### src/rtl/fudm_pkg.sv
// Shared constants for the function-unit hazard matrix.
// Assumes: nothing; only defaults live here.
package fudm_pkg;
    localparam int unsigned DEF_UNITS = 8;
endpackage

### src/rtl/fudm_row.sv
// One row of the hazard matrix: the busy flag and the read and write
// dependency latches of a single function unit.
// Assumes: the caller masks self and non-busy bits out of the init vectors,
// and never asserts load while the unit is busy.
module fudm_row #(
    parameter int unsigned N = fudm_pkg::DEF_UNITS
) (
    input  logic         clk,
    input  logic         rst_n,
    input  logic         load,
    input  logic         clr_self,
    input  logic [N-1:0] clr_col,
    input  logic [N-1:0] rd_init,
    input  logic [N-1:0] wr_init,
    output logic         busy,
    output logic         rd_wait,
    output logic         wr_wait
);
    logic [N-1:0] rd_bits;
    logic [N-1:0] wr_bits;

    // Row state update: reset, self clear, load on issue, or drain columns.
    always_ff @(posedge clk) begin
        if (!rst_n) begin
            busy    <= 1'b0;
            rd_bits <= '0;
            wr_bits <= '0;
        end else if (clr_self) begin
            busy    <= 1'b0;
            rd_bits <= '0;
            wr_bits <= '0;
        end else if (load) begin
            busy    <= 1'b1;
            rd_bits <= rd_init;
            wr_bits <= wr_init;
        end else begin
            rd_bits <= rd_bits & ~clr_col;
            wr_bits <= wr_bits & ~clr_col;
        end
    end

    // Reduce the latches to one pending flag per kind.
    always_comb begin
        rd_wait = |rd_bits;
        wr_wait = |wr_bits;
    end
endmodule

### src/rtl/fudm_grant.sv
// Grant logic: turns per-unit pending flags, requests and holds into
// read and write grants.
// Assumes: purely combinational; writes also need reads resolved.
module fudm_grant #(
    parameter int unsigned N = fudm_pkg::DEF_UNITS
) (
    input  logic [N-1:0] busy,
    input  logic [N-1:0] rd_wait,
    input  logic [N-1:0] wr_wait,
    input  logic [N-1:0] rd_req,
    input  logic [N-1:0] wr_req,
    input  logic [N-1:0] hold,
    output logic [N-1:0] go_rd,
    output logic [N-1:0] go_wr
);
    // Form both grant vectors.
    always_comb begin
        go_rd = busy & rd_req & ~rd_wait;
        go_wr = busy & wr_req & ~rd_wait & ~wr_wait & ~hold;
    end
endmodule

### src/rtl/fu_dep_matrix.sv
// Function-unit hazard matrix top: accepts issues, builds the dependency
// seeds for the issuing row, clears rows and columns on done or kill,
// and produces read and write grants.
// Assumes: N >= 2; issue_unit values >= N are never accepted.
module fu_dep_matrix #(
    parameter int unsigned N    = fudm_pkg::DEF_UNITS,
    localparam int unsigned IDXW = (N > 1) ? $clog2(N) : 1
) (
    input  logic            clk,
    input  logic            rst_n,
    input  logic            issue_valid,
    input  logic [IDXW-1:0] issue_unit,
    input  logic [N-1:0]    issue_rd_dep,
    input  logic [N-1:0]    issue_wr_dep,
    input  logic            issue_in_order,
    input  logic [N-1:0]    rd_req,
    input  logic [N-1:0]    wr_req,
    input  logic [N-1:0]    hold,
    input  logic [N-1:0]    done,
    input  logic [N-1:0]    kill,
    output logic [N-1:0]    go_rd,
    output logic [N-1:0]    go_wr,
    output logic [N-1:0]    busy
);
    logic [N-1:0] clr_vec;
    logic [N-1:0] live;
    logic [N-1:0] rd_seed;
    logic [N-1:0] wr_seed;
    logic [N-1:0] rd_wait;
    logic [N-1:0] wr_wait;

    // Units that remain valid producers this cycle and the shared seeds.
    always_comb begin
        clr_vec = done | kill;
        live    = busy & ~clr_vec;
        rd_seed = issue_rd_dep & live;
        wr_seed = (issue_wr_dep | {N{issue_in_order}}) & live;
    end

    for (genvar r = 0; r < N; r++) begin : g_row
        logic load_r;
        logic [N-1:0] self_mask;

        // Accept the issue for this row only if it is idle and not clearing.
        always_comb begin
            self_mask    = '1;
            self_mask[r] = 1'b0;
            load_r = issue_valid && (issue_unit == IDXW'(r))
                     && !busy[r] && !clr_vec[r];
        end

        fudm_row #(.N(N)) u_row (
            .clk      (clk),
            .rst_n    (rst_n),
            .load     (load_r),
            .clr_self (clr_vec[r]),
            .clr_col  (clr_vec),
            .rd_init  (rd_seed & self_mask),
            .wr_init  (wr_seed & self_mask),
            .busy     (busy[r]),
            .rd_wait  (rd_wait[r]),
            .wr_wait  (wr_wait[r])
        );
    end

    fudm_grant #(.N(N)) u_grant (
        .busy    (busy),
        .rd_wait (rd_wait),
        .wr_wait (wr_wait),
        .rd_req  (rd_req),
        .wr_req  (wr_req),
        .hold    (hold),
        .go_rd   (go_rd),
        .go_wr   (go_wr)
    );
endmodule

### config.mk
export PLATFORM = sky130hd
export DESIGN_NAME = fu_dep_matrix
export DESIGN_NICKNAME = d
export VERILOG_FILES = /design/src/rtl/fudm_pkg.sv /design/src/rtl/fudm_row.sv /design/src/rtl/fudm_grant.sv /design/src/rtl/fu_dep_matrix.sv
export SDC_FILE = /design/constraint.sdc
export NUM_CORES = 1
export LEC_CHECK = 0
export ABC_AREA = 1
export BUFFER_PORTS_ARGS = -buffer_cell sky130_fd_sc_hd__buf_2
export CAP_MARGIN = 20
export CORE_ASPECT_RATIO = 1.75
export CORE_MARGIN = 2
export CORE_UTILIZATION = 49
export CTS_CLUSTER_DIAMETER = 30
export CTS_CLUSTER_SIZE = 16
export DETAILED_ROUTE_END_ITERATION = 8
export GPL_ROUTABILITY_DRIVEN = 0
export PLACE_DENSITY = 0.73
export SYNTH_ARGS = -nofsm -noshare
export SYNTH_HDL_FRONTEND = slang
export SYNTH_SLANG_ARGS = --single-unit
### constraint.sdc
create_clock -name clk -period 1.3 [get_ports clk]
set_input_delay 0 -clock clk [delete_from_list [all_inputs] [get_ports clk]]
set_output_delay 0 -clock clk [all_outputs]
set_load 0.005 [all_outputs]
# [Yosys cells after proc, flatten, opt, wreduce, memory -nomap -nowiden]
# Cells that the tools add are included.
[classes] n_eq_ne=7 muxes=16 n_bitwise=32 n_reduce_logical=73
[op_table] operator="AND 8 bit" n=25
[op_table] operator="OR reduction 8 bit" n=16
[op_table] operator="2-to-1 mux 8 bit" n=14
[op_table] operator="NOT 8 bit" n=4
[op_table] operator="logical AND 1 bit" n=24
[op_table] operator="OR reduction 3 bit" n=8
[op_table] operator="zero test 1 bit" n=16
[op_table] operator="bitwise OR 8 bit" n=2
[op_table] operator="OR reduction 2 bit" n=8
[op_table] operator="2-to-1 mux 7 bit" n=2
[op_table] operator="== test 3 bit, second input constant" n=4
[op_table] operator="== test 3 x 2 -> 1 bit, second input constant" n=2
[op_table] operator="== test 3 x 1 -> 1 bit, second input constant" n=1
[op_table] operator="zero test 3 bit" n=1
[op_table] operator="NOT 1 bit" n=1
[totals] regBits=136 inputBits=63 out_inout_bits=24 wordCells=168

# [Logic depth before layout (Yosys ltp)]
# Gate-level depths: netlist of run 1.
[depth] depth_word=5 depth_mapped=8 mapped_depth_nobuf=7

# [Cells and area by module]
# A second synthesis of run 1 with hierarchy kept.
[unflattened] cells_unflattened=933 hier_area_um2=6323.6
[by_module_without_submodules] mod="fudm_row" n_inst=8 cells_per_inst=96 area_per_inst_um2=709.4 seq_area_each_um2=340.3
[by_module_without_submodules] mod="fu_dep_matrix" n_inst=1 cells_per_inst=101 area_per_inst_um2=397.9 seq_area_each_um2=0.0
[by_module_without_submodules] mod="fudm_grant" n_inst=1 cells_per_inst=64 area_per_inst_um2=250.2 seq_area_each_um2=0.0

# [Worst setup path after synthesis of run 1]
# Ideal clock, no wire load.
[synth_timing] path_type="reg2reg" from="register g_row[6].u_row.busy" to="register g_row[6].u_row.wr_bits[4]" setup_ns=0.113 arrival_ns=0.996 t_required_ns=1.187 setup_slack_ns=0.191 stages_incl_launch_ff=6 path_buffers=1 period_less_slack_ns=1.109 cell_sequence="dfxtp_1 > nor2_2 > nand2_4 > buf_6 > nor2_1 > nor2_1"
[synth_between] elab_chain_len=4
[synth_rtl] element="start: declaration" line_no="fudm_row.sv:15" source="output logic busy,"
[synth_rtl] element="start signal: assignment" line_no="fudm_row.sv:25" source="busy <= 1'b0;"
[synth_rtl] element="start signal: assignment" line_no="fudm_row.sv:29" source="busy <= 1'b0;"
[synth_rtl] element="start signal: assignment" line_no="fudm_row.sv:33" source="busy <= 1'b1;"
[synth_rtl] element="zero test 1 bit" line_no="fu_dep_matrix.sv:49" source="&& !busy[r] && !clr_vec[r];"
[synth_rtl] element="logical AND 1 bit (2 in a row)" line_no="fu_dep_matrix.sv:49"
[synth_rtl] element="2-to-1 mux 8 bit" line_no="fudm_row.sv:32" source="end else if (load) begin"
[synth_rtl] element="end signal: assignment" line_no="fudm_row.sv:35" source="wr_bits <= wr_init;"
[synth_rtl] element="end signal: assignment" line_no="fudm_row.sv:38" source="wr_bits <= wr_bits & ~clr_col;"
[synth_rtl] element="end: declaration" line_no="fudm_row.sv:20" source="logic [N-1:0] wr_bits;"
# No other way between the ends.
# A chain may end at the register's enable or synchronous reset.

# [Worst setup path in the final report of run 1]
[layout_timing] from="register g_row[6].u_row.wr_bits[7]" to="output port go_wr[6]"
[layout_between] elab_chain_len=4
[layout_rtl] element="OR reduction 8 bit" line_no="fudm_row.sv:45" source="wr_wait = |wr_bits;"
[layout_rtl] element="NOT 8 bit" line_no="fudm_grant.sv:19" source="go_wr = busy & wr_req & ~rd_wait & ~wr_wait & ~hold;"
[layout_rtl] element="AND 8 bit (2 in a row)" line_no="fudm_grant.sv:19"
[layout_rtl] element="end: declaration" line_no="fu_dep_matrix.sv:22" source="output logic [N-1:0] go_wr,"
# No other way between the ends.

==> qor.yml, run 1 <==
critical_path:
  worst-path-max-fanout: 2
  worst_ep_arrival_time_ns: 1.43
  worstSetupStartpointType: "register"
  timing.critical_path.required_ns: 1.30
  timing.critical_path.to_type: "primary output"
  crit_type: "register to primary output"
drt:
  wl_mm: 21.6
  routedWlPerCell_um: 14.7
  drc: 0
  drtPass1Iterations: 6
  drt_iter0_drc: 470
  num_vias: 7196
  dr_vias_cell: 4.89
  ant_nets: 0
sta:
  fin_tns_setup_ns: -0.238
  maxSlewHeadroom_pct: 65.5
  peak_clock_frequency_supported_by_timing_ghz: 0.701
  hold_violations: 0
  timing_worst_slew_pin_value_ns: 0.517
  unrepaired_setup_endpoints_after_global_routing: "true"
  finalSetupViolCount: 4
  hold_ws_ns: 0.0189
  worst_slack_ns: -0.126
  finalWorstPathRequiredPeriod_ns: 1.43
  finalCritPeriodShare_pct: 110
  finalMaxSlewViolations: 0
  clock-skew-final_ns: 0.00760
place:
  port_buffers: 86
  detailed_place_hpwl_mm: 15.1
pwr:
  pwr-share-comb_pct: 7.4
  worst_ir_drop_vdd_uv: 850
  power_density_nw_per_um2: 1070
  p_clk_share_pct: 48.8
  p_int_mw: 7.22
  power.sequential.fraction_pct: 43.8
  power.switching_fraction_pct: 24.3
  power.leakage_nw: 4.00
  power.net_switching_mw: 2.31
die:
  design.portCount: 87
  rows: 57
  floorplan.initialDensity_pct: 49.7
  fp.dieH_um: 161
  die_area_sq_um: 15000
  die_x_um: 93.6
  floorplan.core_area_sq_um: 13800
clocking:
  cts-buffers-inserted: 17
  htree_levels: 4
  path_clk_slew_ns: 0.06
  cts_tree: "done"
  cts.sinks: 136
  cts-root-to-sink-buffers: 2
  cts_root_buf: "sky130_fd_sc_hd__clkbuf_16"
  insertion_delay_ns: 0.42
synthesis:
  synth-xor-area-share_pct: 0
  syn_area_per_cell_sq_um: 6.03
  synthSimpleGateAreaFrac_pct: 47.2
  synth_fa_ha_area_share_pct: 0
  netlist-cell-type-count: 22
  synth_compound_area_share_pct: 0.655
  post_synthesis_mux_area_share_pct: 0
  yosysSeqAreaShare_pct: 39.6
  post-synth-top-area-fraction_pct: 39.6
  syn_nets: 1205
  largest_family_of_logic_cells_by_synthesized_area: "simple AND/OR/NAND/NOR gates"
  synth_top_cell_by_area: "sky130_fd_sc_hd__dfxtp_1"
  post_synth_main_area_contributors: "sky130_fd_sc_hd__dfxtp_1, sky130_fd_sc_hd__nor2_1, sky130_fd_sc_hd__nand2_1"
  synth-warning-count: 0
  netlist_instances: 1142
  synth_seq_cells: 136
  netlist_area_sq_um: 6880
global_routing:
  wire_length_of_the_first_global_routing_pass_mm: 33.2
  antenna_found_initial: 0
  maximum_number_of_pins_on_one_net_before_global_route_repair: 30
  grt_overflow: 0
  grt_util_all_layers_pct: 29.0
  vias_in_the_first_global_route: 6658
finish:
  layout.cells.most_common: "sky130_fd_sc_hd__nor2_1"
  number_of_nets_in_the_layout: 1348
  fraction_of_final_layout_cells_with_drive_strength_greater_than_1_pct: 23.6
  antennaDiodeCount: 0
  flow.area_growth_from_synthesis_pct: 28.8
  final_cell_mix: "sky130_fd_sc_hd__nor2_1, sky130_fd_sc_hd__nand2_1, sky130_fd_sc_hd__inv_1"
  num-fill-cells: 1293
run_status:
  violations: "negative setup slack"
  run_status: "complete, but fails checks"
job:
  drv_cap: 0
hold_path:
  hold_path_class: "input port to register"
[final cells by class]
cell class,instances,area (sq um),area share (%)
inverter,159,607,6.85
sequential,136,2760,31.1
clock inverter,13,134,1.51
multi-input combinational,807,3560,40.2
tap,177,221,2.50
timing repair buffer,164,1160,13.1
clock buffer,17,425,4.80
[metal layers]
metal | vias up | track usage, % | wire length, um
li1 | 3676 | - | -
met1 | 3138 | 32.6 | 8090
met2 | 289 | 50.0 | 10600
met3 | 93 | 5.49 | 1540
met4 | 0 | 17.3 | 1380
met5 | - | 0 | 0
[worst paths after layout]
path,startpoint,end,slack [ns],cells after the start
max,g_row[6].u_row.wr_bits[7]$_SDFF_PP0_,go_wr[6],-0.13,4
min reg2reg,g_row[6].u_row.wr_bits[6]$_SDFF_PP0_,g_row[6].u_row.wr_bits[6]$_SDFF_PP0_,0.43,2
min,done[6],g_row[6].u_row.busy$_SDFFE_PP0P_,0.02,5
max reg2reg,g_row[0].u_row.busy$_SDFFE_PP0P_,g_row[1].u_row.rd_bits[0]$_SDFF_PP0_,0.04,6
[cells by family after synthesis]
kind of cell | after synthesis
buffers and inverters | 199
AND/OR/NAND/NOR | 798
flip-flops | 136
AO/OA/AOI/OAI | 9
[cell usage after synthesis]
master and instances:
sky130_fd_sc_hd__nor2_1 368, sky130_fd_sc_hd__nand2_1 292, sky130_fd_sc_hd__inv_1 157, sky130_fd_sc_hd__dfxtp_1 136, sky130_fd_sc_hd__nand3_1 84, sky130_fd_sc_hd__nor3_1 29, sky130_fd_sc_hd__buf_4 19, sky130_fd_sc_hd__buf_2 10
sky130_fd_sc_hd__nor2_2 9, sky130_fd_sc_hd__a21oi_1 8, sky130_fd_sc_hd__buf_6 5, sky130_fd_sc_hd__clkbuf_1 5, sky130_fd_sc_hd__nor2_4 4, sky130_fd_sc_hd__nand2_2 3, sky130_fd_sc_hd__and2_0 2, sky130_fd_sc_hd__inv_2 2
sky130_fd_sc_hd__nand2_4 2, sky130_fd_sc_hd__nand4_1 2, sky130_fd_sc_hd__nor3b_1 2, sky130_fd_sc_hd__buf_1 1, sky130_fd_sc_hd__nor2_8 1, sky130_fd_sc_hd__o21ai_0 1
[worst max-delay path, stage by stage, from the launching register on]
cell                      delay (ns)
sky130_fd_sc_hd__dfxtp_1        0.31
sky130_fd_sc_hd__nor3_1         0.27
sky130_fd_sc_hd__nand4_1        0.15
sky130_fd_sc_hd__nor2_2         0.15
sky130_fd_sc_hd__buf_2          0.12
[power groups by stage]
stage | clock (mW) | sequential (mW) | combinational [mW]
final | 4.65 | 4.17 | 0.706
after global routing | 4.87 | 4.17 | 0.763
after CTS | 4.66 | 4.17 | 0.681
after detailed placement | 0 | 4.27 | 0.660
after global placement | 0 | 4.27 | 0.657
after floorplan | 0 | 4.27 | 0.337
[flip-flops by register name, summed over array words and instances (netlist names)]
name,cells
g_row.u_row.rd_bits,64
g_row.u_row.wr_bits,64
g_row.u_row.busy,8
[stage by stage]
step | cell area, sq um | setup WS [ns] | total power [mW] | utilization, % | instances
6_report | 8860 | -0.126 | 9.53 | 64.1 | 1473
3_3_place_gp | 7840 | 0.0384 | 4.93 | 56.7 | 1429
5_1_grt | 8860 | -0.160 | 9.80 | 64.1 | 1473
4_1_cts | 8640 | -0.132 | 9.52 | 62.4 | 1470
3_5_place_dp | 7840 | 0.0110 | 4.93 | 56.7 | 1429
2_1_floorplan | 6880 | 0.191 | 4.61 | - | 1142
[what timing repair did]
| action | in CTS | in global routing |
|---|---|---|
| setup endpoints to repair | 18 | 63 |
| hold buffers | 7 | 0 |
| endpoints found under the hold margin | 8 | 0 |
| gates resized for setup | 47 | 69 |
| buffers inserted | 6 | 4 |
| pin swaps | 8 | 28 |
Note: power is estimated with default switching activity, not from simulation.
==> run 2, diff against run 1 <==
--- a/config.mk
+++ b/config.mk
@@ -8,10 +8,9 @@
 export ABC_AREA = 1
 export BUFFER_PORTS_ARGS = -buffer_cell sky130_fd_sc_hd__buf_2
 export CAP_MARGIN = 20
-export CORE_ASPECT_RATIO = 1.75
+export CORE_ASPECT_RATIO = 0.6
 export CORE_MARGIN = 2
 export CORE_UTILIZATION = 49
-export CTS_CLUSTER_DIAMETER = 30
 export CTS_CLUSTER_SIZE = 16
 export DETAILED_ROUTE_END_ITERATION = 8
 export GPL_ROUTABILITY_DRIVEN = 0
==> run 2 against run 1 <==
  * Via count up 2.7%
  * Critical path depth rose by 2
  * Final cell count up 2.2%
  * Die area hardly changed
  * Sequential power is essentially flat
  * Clock skew fell by 0.0015 ns
  * Global-route usage up 2.0 points
  * Critical path type unchanged
  * First-iteration DRC count up 62%
  * The flow still finishes with violations (negative setup slack)
  * Total power rose by 3.9%
==> qor.yml, run 2 (synthesis gave the netlist of run 1 again) <==
pwr:
  worst_ir_drop_vdd_uv: 825
  power_density_nw_per_um2: 1090
  power.leakage_nw: 4.13
place:
  port_buffers: 86
  detailed_place_hpwl_mm: 15.2
  dp_worst_setup_slack_ns: 0.0447
  dpl.cell_count: 1448
  cell_area_placed_sq_um: 7900
critical_path:
  worstSetupStartpointType: "register"
  crit_type: "register to primary output"
  critical_path_cell_count: 6
  timing.critical_path.to_type: "primary output"
  slowest_stage_cell_crit_path: "sky130_fd_sc_hd__dfxtp_1"
  worst_ep_arrival_time_ns: 1.43
  r2r_slack_ns: -0.01
  reg2regPathDepth: 8
  timing.critical_path.required_ns: 1.30
  path_delay_family: "simple AND/OR/NAND/NOR gates"
  worst-path-max-fanout: 2
  worst_path_largest_cell_delay_ns: 0.31
  rr_startpoint: "g_row[4].u_row.busy$_SDFFE_PP0P_"
  crit_chain: "inv_1 -> nand2_1 -> nor3_2 -> nand3_1 -> nor2_1 -> buf_2"
  crit_buf_inv: 2
  crit_reg_reg_endpoint: "g_row[4].u_row.rd_bits[5]$_SDFF_PP0_"
drt:
  drt_iter0_drc: 763
  num_vias: 7393
  dr_vias_cell: 4.91
  drtPass1Iterations: 5
  ant_nets: 0
  drc: 0
  routedWlPerCell_um: 15.5
  wl_mm: 23.3
finish:
  fin_cells: 1505
  seq_area_sq_um: 2750
  final_core_utilization_pct: 66.7
  num-fill-cells: 1155
  largest_registers_in_the_final_layout: "g_row.u_row.rd_bits: 64 flops, g_row.u_row.wr_bits: 64 flops, g_row.u_row.busy: 8 flops"
  post-route-cell-area_sq_um: 9110
  final_cell_mix: "sky130_fd_sc_hd__nor2_1, sky130_fd_sc_hd__nand2_1, sky130_fd_sc_hd__inv_1"
  antennaDiodeCount: 0
  layout.cells.most_common: "sky130_fd_sc_hd__nor2_1"
  flow.area_growth_from_synthesis_pct: 32.4
  multi_input_area_sq_um: 3580
  fraction_of_final_layout_cells_with_drive_strength_greater_than_1_pct: 24.2
  number_of_nets_in_the_layout: 1364
sta:
  hold_violations: 0
  worst_slack_ns: -0.134
  finalCritPeriodShare_pct: 110
  peak_clock_frequency_supported_by_timing_ghz: 0.698
  clock-skew-final_ns: 0.00612
  unrepaired_setup_endpoints_after_global_routing: "true"
  finalSetupViolCount: 13
  finalMaxSlewViolations: 0
  finalWorstPathRequiredPeriod_ns: 1.43
  hold_ws_ns: 0.0331
  timing_worst_slew_pin_value_ns: 0.621
  maxSlewHeadroom_pct: 58.5
die:
  rows: 33
  die_area_sq_um: 15000
  floorplan.initialDensity_pct: 50.4
  design.portCount: 87
  floorplan.core_area_sq_um: 13700
  die_x_um: 157
  fp.dieH_um: 95.8
clocking:
  insertion_delay_ns: 0.42
  cts_root_buf: "sky130_fd_sc_hd__clkbuf_16"
  cts.sinks: 136
  cts_tree: "done"
  htree_levels: 4
  path_clk_slew_ns: 0.06
  cts-buffers-inserted: 17
  cts-root-to-sink-buffers: 2
global_routing:
  maximum_number_of_pins_on_one_net_before_global_route_repair: 30
  wire_length_of_the_first_global_routing_pass_mm: 34.5
  grt_overflow: 0
  grt_util_all_layers_pct: 31.0
  antenna_found_initial: 0
  vias_in_the_first_global_route: 6487
job:
  drv_cap: 0
run_status:
  run_status: "complete, but fails checks"
  violations: "negative setup slack"
hold_path:
  hold-path-endpoint: "g_row[6].u_row.busy$_SDFFE_PP0P_"
  worst_hold_path.num_cells: 5
  hold_path_class: "input port to register"
  worstHoldStart: "done[6]"
-- run 2: layer usage --
layer | up-vias | track usage (%) | wire length, um
met5 | - | 0 | 0
met3 | 43 | 6.66 | 2670
li1 | 3716 | - | -
met2 | 353 | 46.7 | 9930
met4 | 0 | 10.2 | 393
met1 | 3281 | 44.2 | 10300
-- run 2: where the power goes --
part | total (mW) | internal, mW | switching, mW
Clock | 4.97 | 3.05 | 1.92
Sequential | 4.17 | 4.17 | 0.00519
Combinational | 0.753 | 0.277 | 0.476
-- run 2: timing repair --
action | 4_1_cts | 5_1_grt
cloned | 0 | 6
gates resized for setup | 48 | 69
hold buffers | 6 | 0
endpoints found under the setup margin | 15 | 88
pin swaps | 18 | 33
endpoints found under the hold margin | 9 | 0
buffers inserted | 10 | 6
-- run 2: tightest hold or removal path, stage by stage --
cell,delay (ns)
sky130_fd_sc_hd__buf_2,0.09
sky130_fd_sc_hd__nor2_1,0.04
sky130_fd_sc_hd__buf_4,0.16
sky130_fd_sc_hd__nand2_1,0.08
sky130_fd_sc_hd__a21oi_1,0.04
-- run 2: stage by stage --
stage / setup TNS [ns] / power, mW
6_report: -0.413 / 9.89
3_5_place_dp: 0 / 4.94
4_1_cts: -0.452 / 9.83
2_1_floorplan: 0 / 4.61
3_3_place_gp: 0 / 4.93
5_1_grt: -2.33 / 10.2
-- run 2: worst max-delay path by stage --
| stage | from | to | slack, ns |
|---|---|---|---|
| after floorplan | g_row[6].u_row.busy$_SDFFE_PP0P_ | g_row[6].u_row.wr_bits[4]$_SDFF_PP0_ | 0.19 |
| after global placement | g_row[2].u_row.busy$_SDFFE_PP0P_ | g_row[2].u_row.rd_bits[4]$_SDFF_PP0_ | 0.09 |
| after detailed placement | g_row[2].u_row.busy$_SDFFE_PP0P_ | g_row[2].u_row.rd_bits[1]$_SDFF_PP0_ | 0.04 |
| after CTS | g_row[5].u_row.wr_bits[6]$_SDFF_PP0_ | go_wr[5] | -0.07 |
| after global routing | g_row[5].u_row.wr_bits[0]$_SDFF_PP0_ | go_wr[5] | -0.17 |
| final | g_row[5].u_row.wr_bits[0]$_SDFF_PP0_ | go_wr[5] | -0.13 |
-- run 2: cell type report --
cell class	instances	share of cell area [%]
Inverter	159	6.59
Clock buffer	19	4.86
Timing Repair Buffer	179	14.6
Timing Repair inverter	1	0.0824
Tap cell	192	2.64
Clock inverter	12	1.66
Multi-Input combinational cell	807	39.3
Sequential cell	136	30.2
